File: src/rtl/brk_flag_pkg.sv
package brk_flag_pkg;
  // Per-flag software/hardware strobes
  typedef struct packed {
    logic set;
    logic step1;
    logic step2;
  } flag_strobe_t;
endpackage

File: src/rtl/brk_clr_ctrl.sv
module brk_clr_ctrl (
  input  logic clk_i,
  input  logic rst_ni,
  input  logic brk_i,
  input  logic we_i,
  input  logic d_i,
  output logic en_o,
  output logic clr_ok_o
);
  logic en_q;

  always_ff @(posedge clk_i or negedge rst_ni) begin
    if (!rst_ni)   en_q <= 1'b0;
    else if (we_i) en_q <= d_i;
  end

  assign en_o     = en_q;
  // Clearing paths are open outside break, or inside break when enabled
  assign clr_ok_o = !brk_i || en_q;
endmodule

File: src/rtl/brk_flag_cell.sv
module brk_flag_cell
  import brk_flag_pkg::*;
(
  input  logic         clk_i,
  input  logic         rst_ni,
  input  logic         clr_ok_i,
  input  flag_strobe_t stb_i,
  output logic         flag_o
);
  logic flag_q, arm_q;

  // Priority: set > completed clear > arming
  always_ff @(posedge clk_i or negedge rst_ni) begin
    if (!rst_ni) begin
      flag_q <= 1'b0;
      arm_q  <= 1'b0;
    end else if (stb_i.set) begin
      flag_q <= 1'b1;
      arm_q  <= 1'b0;
    end else if (clr_ok_i && arm_q && stb_i.step2) begin
      flag_q <= 1'b0;
      arm_q  <= 1'b0;
    end else if (clr_ok_i && stb_i.step1 && flag_q) begin
      arm_q  <= 1'b1;
    end
  end

  assign flag_o = flag_q;
endmodule

File: src/rtl/brk_flag_bank.sv
module brk_flag_bank
  import brk_flag_pkg::*;
#(
  parameter int N_FLAGS = 4
) (
  input  logic               clk_i,
  input  logic               rst_ni,
  input  logic               brk_i,
  input  logic               clr_en_we_i,
  input  logic               clr_en_d_i,
  output logic               clr_en_o,
  input  logic [N_FLAGS-1:0] set_i,
  input  logic [N_FLAGS-1:0] step1_i,
  input  logic [N_FLAGS-1:0] step2_i,
  output logic [N_FLAGS-1:0] flag_o
);
  logic clr_ok;

  brk_clr_ctrl u_ctrl (
    .clk_i    (clk_i),
    .rst_ni   (rst_ni),
    .brk_i    (brk_i),
    .we_i     (clr_en_we_i),
    .d_i      (clr_en_d_i),
    .en_o     (clr_en_o),
    .clr_ok_o (clr_ok)
  );

  for (genvar g = 0; g < N_FLAGS; g++) begin : g_cell
    flag_strobe_t stb;
    assign stb = '{set: set_i[g], step1: step1_i[g], step2: step2_i[g]};

    brk_flag_cell u_cell (
      .clk_i    (clk_i),
      .rst_ni   (rst_ni),
      .clr_ok_i (clr_ok),
      .stb_i    (stb),
      .flag_o   (flag_o[g])
    );
  end
endmodule

File: config.mk
export PLATFORM = sky130hd
export DESIGN_NAME = brk_flag_bank
export DESIGN_NICKNAME = d
export VERILOG_FILES = /design/src/rtl/brk_flag_pkg.sv /design/src/rtl/brk_clr_ctrl.sv /design/src/rtl/brk_flag_cell.sv /design/src/rtl/brk_flag_bank.sv
export SDC_FILE = /design/constraint.sdc
export NUM_CORES = 1
export LEC_CHECK = 0
export ABC_AREA = 1
export BUFFER_PORTS_ARGS = -buffer_cell sky130_fd_sc_hd__buf_4
export CAP_MARGIN = 0
export CORE_AREA = 2 2 39 41
export DETAILED_ROUTE_END_ITERATION = 10
export DIE_AREA = 0 0 41 43
export MAX_ROUTING_LAYER = met4
export SLEW_MARGIN = 40
export SYNTH_ARGS = -nofsm -noshare
export SYNTH_HDL_FRONTEND = slang
export SYNTH_HIERARCHICAL = 1
export SYNTH_SLANG_ARGS = --single-unit
File: constraint.sdc
create_clock -name clk_i -period 0.9 [get_ports clk_i]
set_input_delay 0.18 -clock clk_i [delete_from_list [all_inputs] [get_ports clk_i]]
set_output_delay 0.18 -clock clk_i [all_outputs]
set_load 0.02 [all_outputs]
# == Yosys cells after proc, flatten, opt, wreduce, memory -nomap -nowiden ==
# Index checks and enable logic that the tools add are counted.
# word_totals
ff_bits,9
output_inout_bits,5
# op_classes
n_mux,20
n_reduce_logical,26
# ops
op,n
1-bit 2-to-1 mux,20
1-bit logical AND,16
3-bit nonzero test,4
2-bit nonzero test,4
1-bit zero test,1
1-bit logical OR,1

# == Depth between registers and ports, before layout ==
# depth
word_depth,7
mapped_depth,6
depth_no_buf,6

# == Modules after synthesis ==
# The synthesis kept the hierarchy.
# by_module_without_submodules
module,n_inst,cells_per_inst,area_each_um2
brk_flag_cell,4,12,92.6
brk_clr_ctrl,1,7,47.5

# == Worst setup path before layout ==
# No wires, ideal clock.
# synth_path
path_type,reg-to-reg
from,"reg u_ctrl.en_q, in the netlist u_ctrl/en_o"
to,reg g_cell[0].u_cell.arm_q
arrival_time_ns,0.886
required_time_ns,0.786
path_slack_ns,-0.100
stages_incl_launch_ff,6
path_buffers,0
period_less_slack_ns,1.000
path_cell_list,dfrtp_1 inv_1 nand2_1 nand3_1 nand2_1 nor2_2
# synth_between
elab_chain_len,5
elab_cells_between_ends,8
classes_between,mux: 2; reduce/logical: 6
# synth_rtl
element,line,rtl
from (decl),brk_clr_ctrl.sv:10,logic en_q;
from (signal assigned),brk_clr_ctrl.sv:14,else if (we_i) en_q <= d_i;
1-bit logical OR *,brk_clr_ctrl.sv:19,assign clr_ok_o = !brk_i || en_q;
named net clr_ok,brk_flag_bank.sv:17,logic clr_ok;
1-bit logical AND (2 in series),brk_flag_cell.sv:20,end else if (clr_ok_i && arm_q && stb_i.step2) begin
1-bit 2-to-1 mux,brk_flag_cell.sv:20,
1-bit 2-to-1 mux,brk_flag_cell.sv:17,end else if (stb_i.set) begin
to (signal assigned),brk_flag_cell.sv:16,arm_q <= 1'b0;
to (signal assigned),brk_flag_cell.sv:19,arm_q <= 1'b0;
to (signal assigned),brk_flag_cell.sv:22,arm_q <= 1'b0;
to (decl),brk_flag_cell.sv:10,"logic flag_q, arm_q;"
# The timed path passes the listed nets; every way through them passes the cells marked *.
# A chain may end at the register's enable or synchronous reset.

# == Worst setup path after layout ==
# layout_path
from,"reg u_ctrl.en_q, in the netlist u_ctrl/en_o"
to,out clr_en_o
# layout_rtl
element,line,rtl
to (decl),brk_flag_bank.sv:11,"output logic clr_en_o,"
# No word-level cell between the ends.

==> out/results.ini <==
[global_route]
track_usage_pct=13.1
grt_overflow=0
antenna_found_initial=0
grt_max_degree=10
first_global_vias=357
grt_pass1_wl_mm=1.39

[routing]
drt_first_pass_iters=4
drc_errors=0
wl_um=946
routedWlPerCell_um=9.37
wl_met2_um=443
ant_nets=0
wl_met3_um=59
met1_length_um=423
dr_total_vias=431
avgViaCountPerCell=4.27
maxUsedRoutingLayer=met4
drt-initial-drc-count=4

[synth]
yosysUniqueCellTypes=5
yosysMostFrequentCell=nand2_1
synth.area.top_cells=dfrtp_1 (54%), nand2_1 (18%), inv_1 (13%)
yosysTopAreaCell=dfrtp_1
synth-seq-area-share_pct=53.9
synth_warnings=6
yosys-mux-area-fraction_pct=0
synth_top_family_by_area=simple AND/OR/NAND/NOR gates
synth_common_cells=nand2_1 (20), inv_1 (14), dfrtp_1 (9), nand3_1 (8), nor2_2 (4)
synthAdderAreaFrac_pct=0
synth-compound-area-share_pct=0
synth_flop_cell=dfrtp_1
synth_area_um2=418
synth_top_area_share_pct=53.9
synth_fp_nets=72
yosys.area_share.simple_pct=33.5
synth.avg_cell_area_um2=7.60
synth-edff-count=0
yosys_register_bits=9
postSynthCellCount=55
synthArstFlopShare_pct=100
synth_xor_xnor_area_share_pct=0

[run_status]
violations=setup timing
status=complete, but fails checks

[sta]
fin_skew_ns=0.00684
worst_slew_pin_slew_ns=0.141
final.min_clock_period_ns=0.996
max_freq_mhz=1000
period_share_pct=111
rsz0062_at_grt=true
final-hold-violation-count=0
setup_slack_ns=-0.0961
setup_viol=6
slew_headroom_pct=90.6
maxSlewViolCount=0

[critical_path]
cp_max_fo=3
critPathBufInv=1
path_class=reg2out
cp.required_ns=0.72
endpoint_kind=primary output
arrival_ns=0.82
timing.rr.start=u_ctrl/en_o$_DFFE_PN0P_
slowest_delay_ns=0.42
crit_chain=buf_6
cp_top_family=flip-flops
start_kind=register
cp-startpoint=u_ctrl/en_o$_DFFE_PN0P_
critPathSlowestCell=dfrtp_2

[cells_and_area]
final_nets=103
layout-drive-gt1-share_pct=52.9
area_growth_pct=75.7
design_area_um2=734
antenna_cells=0

[place]
io_buffers=21
pre_cts_slack_ns=0.0244
place_congestion=0.642
placed_cell_area_um2=624

[clock_network]
cts_root_buf=clkbuf_4
cts.htree.levels=1
clk_path_buf_depth=2
clk_pin_slew_ns=0.07
clock_latency_ns=0.26
cts_tree=built
cts_sinks=9
cts_buffers=3

[pwr]
vdd_drop_max_mv=0.623
power_density_nw_per_um2=1390
p_leak_nw=0.413

[die]
die_w_um=41
dieArea_um2=1760
core_um2=1380
num_rows=14
chipHeight_um=43
ios=22
start_util_pct=30.2

[min_path]
hold_class=in2reg
hp-start=set_i[1]

[flow_run]
cap_viol_max_count=0

## per-stage QoR
step | utilization [%] | cells | power, W | hold WS [ns] | TNS (ns)
final | 53.1 | 101 | 0.00102 | 0.111 | -0.383
after global routing | 53.1 | 101 | 0.00108 | 0.133 | -0.792
after CTS | 51.3 | 101 | 0.00102 | 0.111 | -0.405
after detailed placement | 45.1 | 92 | 0.000671 | 0.0114 | 0
after global placement | 45.1 | 92 | 0.000670 | 0.0131 | 0
after floorplan | - | 55 | 0.000570 | -0.116 | -0.0229
## per-layer routing
layer  vias up  global-route usage, %
met3         2                   1.57
met5         -                      -
met2        17                   17.8
li1        221                      -
met4         0                   14.0
met1       191                   15.1
## final cells by class
cell class,count,area (um2)
Clock buffer,4,26.3
Tap cell,16,20.0
Fill cell,136,649
Inverter,14,52.6
Multi-Input combinational cell,32,193
Sequential cell,9,226
Timing Repair Buffer,26,216
## state kept, by name, summed over array words and instances, names as in the netlist
| name | cells |
|---|---|
| g_cell.u_cell/arm_q | 4 |
| u_ctrl/en_o | 1 |
| g_cell.u_cell/flag_o | 4 |
## repair_timing
item | in CTS | in global routing
pin swaps | 1 | 6
hold buffers | 1 | 0
resized for setup | 5 | 6
endpoints found under the setup margin | 5 | 10
endpoints found under the hold margin | 9 | 0
setup buffers | 4 | 0
## cell families after synthesis
kind of cell | count (synthesis)
buffers and inverters | 14
DFF | 9
and+or+nand+nor | 32
## worst reg2reg max path: cells and delay by family, from the launching register on
family	cells	cell delay, ns
simple gates	4	0.26
flops	1	0.42
buf+inv	2	0.13
## final timing paths
check / depth (start not counted) / slack [ns] / to
max: 1 / -0.1 / clr_en_o
min in group asynchronous: 2 / 0.28 / g_cell[2].u_cell/arm_q$_DFFE_PN0P_
max reg2reg: 6 / -0.02 / g_cell[3].u_cell/arm_q$_DFFE_PN0P_
min reg2reg: 2 / 0.53 / u_ctrl/en_o$_DFFE_PN0P_
max in group asynchronous: 2 / 0.47 / u_ctrl/en_o$_DFFE_PN0P_
min: 3 / 0.11 / g_cell[1].u_cell/flag_o$_DFFE_PN0P_
## cell usage in the layout, fill, tap and decap left out
| master | count |
|---|---|
| nand2_2 | 2 |
| nand2_1 | 17 |
| inv_1 | 13 |
| nor2_2 | 4 |
| nand2_4 | 1 |
| buf_6 | 5 |
| nand3_2 | 8 |
| dfrtp_1 | 8 |
| clkbuf_4 | 3 |
| dlygate4sd3_1 | 1 |
| dfrtp_2 | 1 |
| buf_4 | 20 |
| clkbuf_1 | 1 |
| inv_2 | 1 |
## where the power goes
part / internal, W / switching, W
logic: 0.000128 / 0.000118
clock network: 0.000171 / 0.000143
registers: 0.000436 / 0.0000220
No activity file was read; power rests on OpenSTA's default activity.
